--- src/rtl/rtc_pkg.sv ---
package rtc_pkg;
  localparam logic [7:0] IDX_SEC   = 8'd0;
  localparam logic [7:0] IDX_MIN   = 8'd2;
  localparam logic [7:0] IDX_HOUR  = 8'd4;
  localparam logic [7:0] IDX_WDAY  = 8'd6;
  localparam logic [7:0] IDX_MDAY  = 8'd7;
  localparam logic [7:0] IDX_MON   = 8'd8;
  localparam logic [7:0] IDX_YEAR  = 8'd9;
  localparam logic [7:0] IDX_CTL_A = 8'd10;
  localparam logic [7:0] IDX_CTL_B = 8'd11;
  localparam logic [7:0] IDX_CTL_C = 8'd12;

  localparam logic [6:0] CTL_A_BASE = 7'h26;
  localparam logic [7:0] CTL_B_IMG  = 8'h46;
  localparam logic [7:0] CTL_C_IMG  = 8'h00;
  localparam logic [7:0] YEAR_BIAS  = 8'd52;

  typedef struct packed {
    logic [7:0] year;  // years since 1900
    logic [3:0] mon;   // 1..12
    logic [4:0] mday;  // 1..31
    logic [2:0] wday;  // 0..6, Sunday = 0
    logic [4:0] hour;
    logic [5:0] min;
    logic [5:0] sec;
  } rtc_time_t;

  function automatic logic [4:0] month_len(logic [3:0] mon, logic [7:0] year);
    logic leap;
    leap = (year[1:0] == 2'b00) && (year != 8'd0);
    case (mon)
      4'd4, 4'd6, 4'd9, 4'd11: month_len = 5'd30;
      4'd2:                    month_len = leap ? 5'd29 : 5'd28;
      default:                 month_len = 5'd31;
    endcase
  endfunction
endpackage

--- src/rtl/rtc_tick_gen.sv ---
module rtc_tick_gen #(
  parameter int CLK_DIV       = 32768,
  parameter int TICKS_PER_SEC = 1024
) (
  input  logic clk_i,
  input  logic rst_ni,
  output logic tick_o,
  output logic sec_o
);
  localparam int CW = (CLK_DIV > 1) ? $clog2(CLK_DIV) : 1;
  localparam int SW = (TICKS_PER_SEC > 1) ? $clog2(TICKS_PER_SEC) : 1;
  localparam logic [CW-1:0] CNT_LAST = CW'(CLK_DIV - 1);
  localparam logic [SW-1:0] SUB_LAST = SW'(TICKS_PER_SEC - 1);

  logic [CW-1:0] cnt_q;
  logic [SW-1:0] sub_q;
  logic          wrap;

  assign wrap = (cnt_q == CNT_LAST);

  always_ff @(posedge clk_i or negedge rst_ni) begin
    if (!rst_ni) begin
      cnt_q  <= '0;
      sub_q  <= '0;
      tick_o <= 1'b0;
      sec_o  <= 1'b0;
    end else begin
      cnt_q  <= wrap ? '0 : cnt_q + 1'b1;
      tick_o <= wrap;
      sec_o  <= wrap && (sub_q == SUB_LAST);
      if (wrap) sub_q <= (sub_q == SUB_LAST) ? '0 : sub_q + 1'b1;
    end
  end


  tick_single_chk: assert property (@(posedge clk_i) disable iff (!rst_ni)
    (CLK_DIV > 1 && tick_o) |=> !tick_o);

  sec_on_tick_chk: assert property (@(posedge clk_i) disable iff (!rst_ni)
    sec_o |-> tick_o);
endmodule

--- src/rtl/rtc_calendar.sv ---
module rtc_calendar
  import rtc_pkg::*;
#(
  parameter rtc_time_t PRESET = '0
) (
  input  logic      clk_i,
  input  logic      rst_ni,
  input  logic      sec_i,
  output rtc_time_t time_o
);
  rtc_time_t t_q;
  logic [4:0] mlen;

  assign mlen   = month_len(t_q.mon, t_q.year);
  assign time_o = t_q;

  always_ff @(posedge clk_i or negedge rst_ni) begin
    if (!rst_ni) begin
      t_q <= PRESET;
    end else if (sec_i) begin
      if (t_q.sec != 6'd59) t_q.sec <= t_q.sec + 1'b1;
      else begin
        t_q.sec <= '0;
        if (t_q.min != 6'd59) t_q.min <= t_q.min + 1'b1;
        else begin
          t_q.min <= '0;
          if (t_q.hour != 5'd23) t_q.hour <= t_q.hour + 1'b1;
          else begin
            t_q.hour <= '0;
            t_q.wday <= (t_q.wday == 3'd6) ? 3'd0 : t_q.wday + 1'b1;
            if (t_q.mday != mlen) t_q.mday <= t_q.mday + 1'b1;
            else begin
              t_q.mday <= 5'd1;
              if (t_q.mon != 4'd12) t_q.mon <= t_q.mon + 1'b1;
              else begin
                t_q.mon  <= 4'd1;
                t_q.year <= t_q.year + 1'b1;
              end
            end
          end
        end
      end
    end
  end


  hms_range_chk: assert property (@(posedge clk_i) disable iff (!rst_ni)
    t_q.sec < 6'd60 && t_q.min < 6'd60 && t_q.hour < 5'd24);

  time_hold_chk: assert property (@(posedge clk_i) disable iff (!rst_ni)
    !sec_i |=> $stable(t_q));

  wday_range_chk: assert property (@(posedge clk_i) disable iff (!rst_ni)
    t_q.wday < 3'd7);

  date_range_chk: assert property (@(posedge clk_i) disable iff (!rst_ni)
    t_q.mday >= 5'd1 && t_q.mday <= mlen && t_q.mon >= 4'd1 && t_q.mon <= 4'd12);
endmodule

--- src/rtl/rtc_regfile.sv ---
module rtc_regfile
  import rtc_pkg::*;
(
  input  logic       clk_i,
  input  logic       rst_ni,
  input  logic       cs_i,
  input  logic       wr_i,
  input  logic       port_sel_i,
  input  logic [7:0] wdata_i,
  input  rtc_time_t  time_i,
  output logic [7:0] rdata_o,
  output logic       err_o
);
  logic [7:0] idx_q;
  logic       uip_q;
  logic       rd_data, wr_data, rd_idx, wr_idx;
  logic [7:0] val;
  logic       bad;

  assign rd_data = cs_i & ~wr_i &  port_sel_i;
  assign wr_data = cs_i &  wr_i &  port_sel_i;
  assign rd_idx  = cs_i & ~wr_i & ~port_sel_i;
  assign wr_idx  = cs_i &  wr_i & ~port_sel_i;

  always_comb begin
    val = 8'h00;
    bad = 1'b0;
    case (idx_q)
      IDX_SEC:   val = {2'b00, time_i.sec};
      IDX_MIN:   val = {2'b00, time_i.min};
      IDX_HOUR:  val = {3'b000, time_i.hour};
      IDX_WDAY:  val = {5'b00000, time_i.wday};
      IDX_MDAY:  val = {3'b000, time_i.mday};
      IDX_MON:   val = {4'b0000, time_i.mon};
      IDX_YEAR:  val = time_i.year - YEAR_BIAS;
      IDX_CTL_A: val = {uip_q, CTL_A_BASE};
      IDX_CTL_B: val = CTL_B_IMG;
      IDX_CTL_C: val = CTL_C_IMG;
      default:   bad = 1'b1;  // control D and unmapped
    endcase
  end

  always_ff @(posedge clk_i or negedge rst_ni) begin
    if (!rst_ni) begin
      idx_q   <= '0;
      uip_q   <= 1'b1;
      rdata_o <= '0;
      err_o   <= 1'b0;
    end else begin
      rdata_o <= (rd_data && !bad) ? val : 8'h00;
      err_o   <= (rd_data && bad) || wr_data || rd_idx;
      if (wr_idx) idx_q <= wdata_i;
      if (rd_data && idx_q == IDX_CTL_A) uip_q <= ~uip_q;
    end
  end


  uip_flip_chk: assert property (@(posedge clk_i) disable iff (!rst_ni)
    (rd_data && idx_q == IDX_CTL_A) |=> (uip_q != $past(uip_q)));

  uip_hold_chk: assert property (@(posedge clk_i) disable iff (!rst_ni)
    !(rd_data && idx_q == IDX_CTL_A) |=> $stable(uip_q));

  wr_err_chk: assert property (@(posedge clk_i) disable iff (!rst_ni)
    wr_data |=> (err_o && rdata_o == 8'h00));

  idle_zero_chk: assert property (@(posedge clk_i) disable iff (!rst_ni)
    !cs_i |=> (rdata_o == 8'h00 && !err_o));
endmodule

--- src/rtl/rtc_index_port.sv ---
module rtc_index_port
  import rtc_pkg::*;
#(
  parameter int         CLK_DIV       = 32768,
  parameter int         TICKS_PER_SEC = 1024,
  parameter logic [7:0] PRESET_YEAR   = 8'd106,
  parameter logic [3:0] PRESET_MON    = 4'd1,
  parameter logic [4:0] PRESET_MDAY   = 5'd1,
  parameter logic [2:0] PRESET_WDAY   = 3'd0,
  parameter logic [4:0] PRESET_HOUR   = 5'd0,
  parameter logic [5:0] PRESET_MIN    = 6'd0,
  parameter logic [5:0] PRESET_SEC    = 6'd0
) (
  input  logic       clk_i,
  input  logic       rst_ni,
  input  logic       cs_i,
  input  logic       wr_i,
  input  logic       port_sel_i,
  input  logic [7:0] wdata_i,
  output logic [7:0] rdata_o,
  output logic       err_o,
  output logic       tick_irq_o
);
  localparam rtc_time_t PRESET = '{year: PRESET_YEAR, mon: PRESET_MON, mday: PRESET_MDAY,
                                   wday: PRESET_WDAY, hour: PRESET_HOUR, min: PRESET_MIN,
                                   sec: PRESET_SEC};

  logic      sec_pulse;
  rtc_time_t cur_time;

  rtc_tick_gen #(.CLK_DIV(CLK_DIV), .TICKS_PER_SEC(TICKS_PER_SEC)) u_tick (
    .clk_i (clk_i), .rst_ni(rst_ni), .tick_o(tick_irq_o), .sec_o(sec_pulse)
  );

  rtc_calendar #(.PRESET(PRESET)) u_cal (
    .clk_i(clk_i), .rst_ni(rst_ni), .sec_i(sec_pulse), .time_o(cur_time)
  );

  rtc_regfile u_regs (
    .clk_i(clk_i), .rst_ni(rst_ni), .cs_i(cs_i), .wr_i(wr_i), .port_sel_i(port_sel_i),
    .wdata_i(wdata_i), .time_i(cur_time), .rdata_o(rdata_o), .err_o(err_o)
  );
endmodule

--- config.mk ---
export PLATFORM = sky130hd
export DESIGN_NAME = rtc_index_port
export DESIGN_NICKNAME = d
export VERILOG_FILES = /design/src/rtl/rtc_pkg.sv /design/src/rtl/rtc_tick_gen.sv /design/src/rtl/rtc_calendar.sv /design/src/rtl/rtc_regfile.sv /design/src/rtl/rtc_index_port.sv
export SDC_FILE = /design/constraint.sdc
export NUM_CORES = 1
export LEC_CHECK = 0
export ABC_AREA = 1
export BUFFER_PORTS_ARGS = -buffer_cell sky130_fd_sc_hd__buf_2
export CAP_MARGIN = 10
export CORE_UTILIZATION = 57
export CTS_BUF_LIST = sky130_fd_sc_hd__clkbuf_8
export CTS_CLUSTER_DIAMETER = 150
export DETAILED_ROUTE_END_ITERATION = 8
export PLACE_DENSITY = 0.78
export SYNTH_ARGS = -nofsm -noshare
export SYNTH_HDL_FRONTEND = slang
export SYNTH_SLANG_ARGS = --single-unit
--- constraint.sdc ---
create_clock -name clk_i -period 1.95 [get_ports clk_i]
set_input_delay 0.39 -clock clk_i [delete_from_list [all_inputs] [get_ports clk_i]]
set_output_delay 0.39 -clock clk_i [all_outputs]
set_load 0.05 [all_outputs]
**Word level (Yosys, flattened, before mapping)**

Cells that the tools add are included.

- $lt $le $gt $ge: 0
- Reductions and logical operators: 17
- Eq/ne operators: 22
- Add/sub/neg operators: 10
- Bitwise gates (word level): 14
- Shifts and indexed selects: 0
- Multipliers: 0
- Div/mod/pow operators: 0
- Muxes and demuxes: 13

Operators with widths:

| cell | count |
|---|---|
| $pmux W8 S9 | 1 |
| $eq A8 B4 Y1 const B | 5 |
| $eq A8 B3 Y1 const B | 3 |
| $add A15 B1 Y15 const B | 1 |
| $eq A15 B15 Y1 const B | 1 |
| $mux W15 | 1 |
| $add A6 B1 Y6 const B | 2 |
| $mux W6 | 2 |
| $ne A6 B6 Y1 const B | 2 |
| $add A10 B1 Y10 const B | 1 |
| $add A5 B1 Y5 const B | 2 |
| $eq A10 B10 Y1 const B | 1 |
| $mux W10 | 1 |
| $mux W5 | 2 |
| $pmux W5 S2 | 1 |
| $reduce_or A10 Y1 | 1 |
| $add A8 B1 Y8 const B | 1 |
| $eq A4 B3 Y1 const B | 2 |
| $eq A4 B4 Y1 const B | 2 |
| $eq A8 B2 Y1 const B | 1 |
| $logic_not A8 Y1 | 1 |
| $mux W8 | 1 |
| $not A1 Y1 | 8 |
| $reduce_bool A8 Y1 | 1 |
| other kinds (21) | 32 |

- Input bits: 13
- Bits in read-only memories: 0
- Bits in writable memories: 0
- Bits in latches: 0
- Memories: 0
- Word-level logic and storage cells: 91
- Output and inout bits: 10
- Register bits after elaboration: 82

**Longest topological paths before layout**

Gate-level depths: netlist of the first run.

- Word-level depth: 7
- Depth in mapped cells: 14
- Depth with buffers taken out: 14

**Cells and area by module**

From an unflattened synthesis of the first run, not the netlist that was laid out.

- Cell total of the unflattened synthesis: 610
- Area total of the unflattened synthesis: 4,785.8 um2

Modules (own cells, without submodules):

| module | area each (um2) | instances | sequential area each (um2) | cells an instance |
|---|---|---|---|---|
| rtc_calendar | 2,073.2 | 1 | 933.4 | 248 |
| rtc_tick_gen | 1,413.9 | 1 | 675.6 | 172 |
| rtc_regfile | 1,298.7 | 1 | 451.7 | 190 |

**Worst setup path after synthesis of the first run**

Ideal clock, no wire load.

- Path kind: reg-to-reg
- Start point: reg u_cal.t_q (netlist bit u_cal.time_o[25])
- End point: reg u_cal.t_q (netlist bit u_cal.time_o[31])
- Path slack: 0.138 ns
- Data arrival time: 1.747 ns
- Stages on the path, launching flop included: 13
- Buffers on the path: 1
- Library setup time: 0.065 ns
- Clock period less this slack: 1.812 ns
- Path through: dfstp_2 inv_1 ha_1 o21ai_0 nand2_1 nand2_1 nand2_1 nand2_1 nand3_1 nor2_4 buf_6 nand3_1 nand2_1

- Longest elaborated chain between the ends: 6
- Elaborated cells between the ends (all ways): 12

Ends and longest elaborated chain:

| element | RTL line | RTL |
|---|---|---|
| start, declared | rtc_calendar.sv:11 | `rtc_time_t t_q;` |
| $eq A4 B3 Y1 or $eq A4 B4 Y1 (tied branches) | rtc_pkg.sv:31 | `case (mon)` |
| $reduce_or A4 Y1 | rtc_pkg.sv:31 |  |
| $pmux W5 S2 | rtc_pkg.sv:31 |  |
| $ne A5 B5 Y1 | rtc_calendar.sv:31 | `if (t_q.mday != mlen) t_q.mday <= t_q.mday + 1'b1;` |
| $not A1 Y1 (no line) | -- |  |
| $reduce_and A6 Y1 (no line) * | -- |  |

Mark *: on every way between the ends. The rest lies on a longest branch, timed or not.
A chain may end at the register's enable or synchronous reset.

**Worst setup path in the final report of the first run**

- Start point: reg u_cal.t_q (netlist bit u_cal.time_o[25])
- End point: reg u_cal.t_q (netlist bit u_cal.time_o[30])

The elaborated chain is that of the path after synthesis.

==> results of run 1 <==
## registers in the layout, indices dropped and copies added, names as in the netlist, 8 cells and up
register / count
u_cal.time_o: 37
u_tick.cnt_q: 15
u_tick.sub_q: 10
u_regs.idx_q: 8
u_regs.rdata_o: 8
## per-stage QoR
step,instances,hold slack (ps),TNS [ps],power [W],instance area [sq um]
after floorplan,573,94.41,0,0.001879,4543
after global routing,735,239.1,-4.528,0.003373,5256
after detailed placement,714,372.4,0,0.001968,4930
after CTS,731,232.9,0,0.003275,5151
final,735,251.9,0,0.003256,5256
after global placement,714,367.3,0,0.001962,4930
## per-layer routing
metal | track usage | wire (um)
met1 | 0.3062 | 4356
met2 | 0.4476 | 5072
met3 | 0.05611 | 451
met4 | 0.1098 | 194
met5 | 0 | 0
## final cells by class
type	count	share of cell area
Clock inverter	6	0.01404
Inverter	82	0.05951
Sequential cell	82	0.3925
Multi-Input combinational cell	405	0.4206
Timing Repair Buffer	48	0.06284
Tap cell	102	0.02428
Clock buffer	10	0.02618
## critical path: cells and delay by family (launching register included)
kind / cells / cell delay (ps)
flip-flops: 1 / 540
AND/OR/NAND/NOR: 7 / 670
adder cells (fa/ha/maj): 1 / 190
AO/OA/AOI/OAI: 1 / 90
buffers and inverters: 2 / 290
## logic make-up after synthesis
family | Yosys count
AND/OR/NAND/NOR | 293
buffers and inverters | 86
flip-flops | 82
AO/OA/AOI/OAI | 73
XOR/XNOR | 21
adder cells (fa/ha/maj) | 14
multiplexers | 4
## report_power, final
group	leakage [nW]	switching (W)	internal, W
Sequential	1.08	0.0000241	0.00173
Clock	0.101	0.000672	0.000642
Combinational	1.43	0.000126	0.0000579
## worst max path at each step
stage                            end  cells past startpoint  slack [ps]
finish              u_cal.time_o[30]                     11         120
global route        u_cal.time_o[25]                     11          -2
CTS                  u_tick.sub_q[0]                      9           3
detailed placement  u_cal.time_o[34]                     12          30
global placement    u_cal.time_o[29]                     12         120
floorplan           u_cal.time_o[31]                     12         140
## repair_timing
action | CTS | global route
setup buffers | 0 | 4
gates resized for setup | 0 | 27
setup endpoints to repair | 0 | 32
endpoints found under the hold margin | 28 | 0
hold buffers | 1 | 0
## cell usage in the layout, fill, tap and decap left out, drive strengths merged, types with 3 or more instances in the layout
| cell | synthesis | layout |
|---|---|---|
| nand2 | 128 | 128 |
| inv | 79 | 81 |
| dfrtp | 75 | 75 |
| nor2 | 62 | 62 |
| nand3 | 52 | 52 |
| buf | 3 | 47 |
| o21ai | 35 | 35 |
| nor3 | 27 | 27 |
| a21oi | 24 | 24 |
| xor2 | 16 | 16 |
| ha | 14 | 14 |
| nand4 | 10 | 10 |
| clkbuf | 1 | 10 |
| dfstp | 7 | 7 |
| xnor2 | 5 | 5 |
| nor4 | 5 | 5 |
| nand3b | 4 | 4 |
| mux2 | 4 | 4 |
| clkinv | 3 | 4 |
| a31oi | 3 | 3 |
==> key figures, run 1 <==
Critical path
  • Crit end category: flip-flop
  • Critical path class: flip-flop to flip-flop
  • Critical Path Source: u_cal.time_o[25]
  • Worst EP required: 2260 ps
  • Critical Path AT: 2150 ps
  • Reg2reg end: u_cal.time_o[30]
  • Startpoint type of the worst setup path: flip-flop
  • Reg2reg setup slack: 120 ps
  • Reg-to-Reg Start: u_cal.time_o[25]
  • Max incr delay on CP: 540 ps
  • Slowest CP cell: dfstp_2
  • CP max FO: 8
  • Worst-case reg-to-reg path depth: 11
  • CP Cell Sequence: buf_4, ha_2, o21ai_0, nand2_1, nand2_2, nand3_1, nand3_2, nor2_4, buf_6, nand3_1, nand2_1

Placed design
  • PortBufs: 22
  • GPL Wtd Cong: 0.9175
  • Dpl ws: 32.92 ps
  • HPWL after detailed placement: 7307 um

Timing
  • Hold Vio Cnt, Final: 0
  • Final period util: 0.9399
  • Slew @ Worst Pin: 469.4 ps
  • Setup Viol. Count Final: 0
  • Fin worst setup slack: 117.2 ps
  • Final min period: 1833 ps
  • Max Clk Rate: 545.6 MHz
  • Relative slew slack: 0.6862
  • Skew final: 10.57 ps
  • Final Max Slew Viols: 0

Synth
  • Predominant post-synthesis flop cell: dfrtp_1
  • Compound-Gate Fraction of Synth Area: 0.08730
  • Synth top cells by count: nand2_1, inv_1, dfrtp_1
  • Main combinational cell family by area after synthesis: simple AND/OR/NAND/NOR gates
  • Largest area contributor in the synthesized netlist: dfrtp_1
  • Xor-xnor portion of the synthesized cell area: 0.04048
  • Syn Std Cell Area: 0.004543 sq mm
  • Distinct cell type count after synthesis: 42
  • Adder-cell share of the synthesized area: 0.03856
  • Sequential area share after synthesis: 0.4536
  • Simple-gate area share of the yosys netlist: 0.2961
  • Synthesis-stage register bit count: 82
  • Most instantiated library cell after synthesis: nand2_1
  • Syn nets: 600
  • Syn_area_per_cell: 7.929 sq um
  • Share of flip-flops with an asynchronous set or reset: 1.000
  • Warnings from Yosys: 0
  • Post-synthesis instance total: 573
  • Proportion of synthesized area in mux cells: 0.009915
  • Top cell type's share of synthesized area: 0.4131
  • Synth area leaders: dfrtp_1, nand2_1, inv_1, nand3_1, nor2_1
  • Post-synth EDFFs: 0

Routing
  • Initial drt markers: 204
  • Total wire length: 10080 um
  • DR vias/cell: 5.405
  • Routed via count: 3973
  • DR pass1 iterations: 5
  • DR WL/cell: 13.71 um
  • Post-route ant nets: 0
  • Number of remaining DRC errors: 0

CTS
  • Total CTS buffers: 9
  • # H-tree levels: 3
  • CTS Buffer Depth: 2
  • CTS tree: built
  • CTS clk-pin slew, worst paths: 90 ps
  • CTS Sinks: 82
  • Skew-Pair Late Insertion Delay: 370 ps
  • CTS root buf: clkbuf_8

Global routing
  • Vias in the first global route: 3812
  • GRT overflow: 0
  • Initial antenna violation count: 0
  • Global-route usage over all layers: 0.2570
  • Largest net degree at the start of global routing: 36
  • Global-route wire length before repair: 16860 um

Hold path
  • HP Start: wdata_i[4]
  • Worst Hold Class: input pin to flip-flop
  • Hold path endpoint: u_regs.idx_q[4]
  • Hold path cells: 2

Finish
  • Layout Nets: 655
  • Inserted Diodes: 0
  • P&R area growth vs syn: 15.70%
  • Multi-input gate area: 0.002211 sq mm
  • FF/Latch Area: 0.002063 sq mm
  • # fillers: 625
  • Final Core Density: 0.6802
  • Share of cells above drive strength 1: 0.1754

Floorplan
  • Die ar.: 0.008331 sq mm
  • DIE HEIGHT: 91.28 um
  • Cell Rows: 32
  • Die Wd: 91.28 um
  • Total core area: 0.007727 sq mm
  • Top Ports: 23
  • Initial Utilization: 0.5879

Power
  • PD cells: 619.4 mW/mm^2
  • Peak VDD IR: 0.0003428 V
  • P_leak: 2.608 nW

Run status
  • Outcome: finished clean

Job
  • Max Cap Violations: 0
No activity file was read; power rests on OpenSTA's default activity.
==> inputs of run 2 (changes only) <==
ABC_AREA = 0   (was 1)
HOLD_SLACK_MARGIN = 0.12   (was not set)
==> run 2 against run 1 <==
Net effect: the flow now finishes with violations (negative setup slack); count of clock-buffer cells in the layout is 1 lower; utilization is 6.4 points higher; critical path depth is 1 lower; clock power is 8% higher.
==> key figures, run 2 <==
Synth
  • Most instantiated library cell after synthesis: dfrtp_1 (was nand2_1)
  • Warnings from Yosys: 0 (unchanged)
  • Largest area contributor in the synthesized netlist: dfrtp_1 (unchanged)
  • Share of flip-flops with an asynchronous set or reset: 1.000 (unchanged)
  • Distinct cell type count after synthesis: 60 (was 42)
  • Predominant post-synthesis flop cell: dfrtp_1 (unchanged)
  • Syn Std Cell Area: 0.004359 sq mm (was 0.004543 sq mm)
  • Syn_area_per_cell: 9.930 sq um (was 7.929 sq um)
  • Synthesis-stage register bit count: 82 (unchanged)
  • Synth area leaders: dfrtp_1, dfstp_2, nand2_1, ha_1, o21ai_0 (was dfrtp_1, nand2_1, inv_1, nand3_1, nor2_1)
  • Sequential area share after synthesis: 0.4727 (was 0.4536)
  • Syn nets: 466 (was 600)
  • Top cell type's share of synthesized area: 0.4305 (was 0.4131)
  • Synth top cells by count: dfrtp_1, nand2_1, o21ai_0 (was nand2_1, inv_1, dfrtp_1)
  • Post-synth EDFFs: 0 (unchanged)
  • Post-synthesis instance total: 439 (was 573)

Timing
  • Final Max Slew Viols: 0 (unchanged)
  • Fin worst setup slack: -381.6 ps (was 117.2 ps)
  • Hold Slack: 258.6 ps (was 251.9 ps)
  • Hold Vio Cnt, Final: 0 (unchanged)
  • Final min period: 2332 ps (was 1833 ps)
  • Skew final: 7.427 ps (was 10.57 ps)
  • Slew @ Worst Pin: 513.4 ps (was 469.4 ps)
  • RSZ-0062 raised after global routing: true
  • Relative slew slack: 0.6577 (was 0.6862)
  • Final period util: 1.196 (was 0.9399)
  • Max Clk Rate: 428.9 MHz (was 545.6 MHz)
  • Setup Viol. Count Final: 17 (was 0)

Power
  • Peak VDD IR: 0.0004840 V (was 0.0003428 V)
  • PD cells: 638.7 mW/mm^2 (was 619.4 mW/mm^2)
  • P_leak: 2.639 nW (was 2.608 nW)
  • Total Power: 0.003486 W (was 0.003256 W)

CTS
  • # H-tree levels: 3 (unchanged)
  • CTS Buffer Depth: 2 (unchanged)
  • CTS root buf: clkbuf_8 (unchanged)
  • CTS Sinks: 82 (unchanged)
  • CTS clk-pin slew, worst paths: 90 ps (about the same)
  • Skew-Pair Late Insertion Delay: 360 ps (was 370 ps)
  • CTS tree: built (unchanged)
  • Total CTS buffers: 9 (unchanged)

Floorplan
  • Die Wd: 89.45 um (was 91.28 um)
  • Top Ports: 23 (unchanged)
  • DIE HEIGHT: 89.45 um (was 91.28 um)
  • Die ar.: 0.008001 sq mm (was 0.008331 sq mm)
  • Cell Rows: 31 (was 32)
  • Total core area: 0.007331 sq mm (was 0.007727 sq mm)
  • Initial Utilization: 0.5946 (was 0.5879)

Routing
  • Routed via count: 3663 (was 3973)
  • DR WL/cell: 15.46 um (was 13.71 um)
  • Highest Signal Layer: met4 (unchanged)
  • Number of remaining DRC errors: 0 (unchanged)
  • Initial drt markers: 185 (was 204)
  • Post-route ant nets: 0 (unchanged)
  • DR pass1 iterations: 4 (was 5)
  • DR vias/cell: 5.833 (was 5.405)
  • Routed wl met2: 4913 um (was 5072 um)
  • Met3 routed WL: 362 um (was 451 um)
  • Total wire length: 9708 um (was 10080 um)
  • M1 WL: 4172 um (was 4356 um)

Finish
  • Share of cells above drive strength 1: 0.3025 (was 0.1754)
  • # fillers: 485 (was 625)
  • Most common cell after layout, fill and taps aside: dfrtp_1 (was nand2_1)
  • Design area: 0.005458 sq mm (was 0.005256 sq mm)
  • Non-filler cells, final: 628 (was 735)
  • Most frequent cells in the layout: dfrtp_1, buf_4, nand2_1 (was nand2_1, inv_1, dfrtp_1)
  • Max reg flops: 37 (unchanged)
  • Inserted Diodes: 0 (unchanged)
  • Layout Nets: 551 (was 655)
  • P&R area growth vs syn: 25.20% (was 15.70%)
  • FF/Latch Area: 0.002061 sq mm (was 0.002063 sq mm)
  • Multi-input gate area: 0.002311 sq mm (was 0.002211 sq mm)

Critical path
  • Slowest CP cell: or4b_4 (was dfstp_2)
  • Worst-case reg-to-reg path depth: 10 (was 11)
  • Crit end category: flip-flop (unchanged)
  • Startpoint type of the worst setup path: flip-flop (unchanged)
  • Critical path class: flip-flop to flip-flop (unchanged)
  • CP max FO: 5 (was 8)
  • CP Cell Sequence: inv_2, ha_4, or4b_4, o211ai_1, nand3_1, xor2_2, buf_4, buf_6, o21ai_1, a31oi_1 (was buf_4, ha_2, o21ai_0, nand2_1, nand2_2, nand3_1, nand3_2, nor2_4, buf_6, nand3_1, nand2_1)
  • Worst EP required: 2220 ps (was 2260 ps)
  • Max incr delay on CP: 450 ps (was 540 ps)
  • Critical Path AT: 2610 ps (was 2150 ps)

Placed design
  • HPWL after detailed placement: 7022 um (was 7307 um)
  • GPL Wtd Cong: 0.8947 (was 0.9175)
  • Placed Cells: 607 (was 714)
  • Placed Area: 0.005072 sq mm (was 0.004930 sq mm)
  • PortBufs: 22 (unchanged)

Global routing
  • GRT overflow: 0 (unchanged)
  • Global-route usage over all layers: 0.2713 (was 0.2570)
  • Global-route wire length before repair: 16460 um (was 16860 um)
  • Vias in the first global route: 3655 (was 3812)
  • Largest net degree at the start of global routing: 28 (was 36)
  • Initial antenna violation count: 0 (unchanged)

Run status
  • Violated checks: negative setup slack
  • Outcome: finished with violations (was finished clean)

Job
  • Max Cap Violations: 0 (unchanged)

Hold path
  • Hold path cells: 2 (unchanged)
  • Worst Hold Class: input pin to flip-flop (unchanged)
-- run 2: cell types whose count changed in the layout (fill, tap and decap cells not counted), moves of 11 or more --
cell | before | now
and3_1 | 1 | 12
nor3_1 | 24 | 6
inv_1 | 74 | 13
buf_4 | 23 | 64
nand2_1 | 121 | 49
nand3_1 | 46 | 25
nor2_1 | 56 | 28
-- run 2: layout make-up --
class	instances	area share
multi-input combinational	323	0.4234
sequential	82	0.3776
tap	99	0.02270
inverter	16	0.01100
clock buffer	9	0.02270
clock inverter	7	0.01949
timing repair buffer	92	0.1231
-- run 2: logic make-up after synthesis --
family,synth area share
buf+inv,0.03330
simple gates,0.2164
xor+xnor,0.06228
compound gates,0.1292
mux,0.04592
fa+ha+maj,0.04018
flops,0.4727
-- run 2: through the flow --
step | utilization | setup slack (ps) | setup TNS [ps]
detailed placement | 0.6919 | -431.4 | -5270
finish | 0.7445 | -381.6 | -5371
global route | 0.7445 | -500.4 | -7520
global placement | 0.6919 | -353.3 | -4234
CTS | 0.7406 | -342.9 | -4529
floorplan | - | -343.9 | -3352
-- run 2: what timing repair did --
| item | CTS | global route |
|---|---|---|
| hold buffers | 1 | 0 |
| setup endpoints to repair | 17 | 21 |
| buffers inserted | 3 | 1 |
| pin swaps | 18 | 8 |
| hold endpoints to repair | 21 | 0 |
| resized for setup | 16 | 6 |
| gates cloned | 0 | 0 |
-- run 2: power breakdown --
| part | internal, W | leakage (nW) | switching (W) |
|---|---|---|---|
| clock network | 0.000746 | 0.117 | 0.000667 |
| registers | 0.00174 | 1.09 | 0.0000707 |
| logic | 0.000119 | 1.44 | 0.000148 |
| total | 0.00260 | 2.64 | 0.000885 |
-- run 2: per-layer routing --
metal,track usage,up-vias
met5,0,-
met4,0.1025,0
met3,0.05540,25
met2,0.4802,88
met1,0.3260,1804
li1,-,1746
-- run 2: worst paths after layout --
path | from | to | slack (ps)
max | u_cal.time_o[31] | u_cal.time_o[23] | -380
min | wdata_i[4] | u_regs.idx_q[4] | 260
max reg2reg | u_cal.time_o[31] | u_cal.time_o[23] | -380
min reg2reg | u_tick.cnt_q[0] | u_tick.cnt_q[0] | 460
max in group asynchronous | rst_ni | u_cal.time_o[2] | 940
min in group asynchronous | rst_ni | u_cal.time_o[12] | 460
-- run 2: worst max-delay path, delay by kind of cell, from the launching register on --
kind,cells,cell delay [ps]
and+or+nand+nor,2,600
buffers and inverters,3,400
AOI/OAI and AO/OA,3,420
DFF,1,390
adders and majority gates,1,120
xor gates and xnor gates,1,300
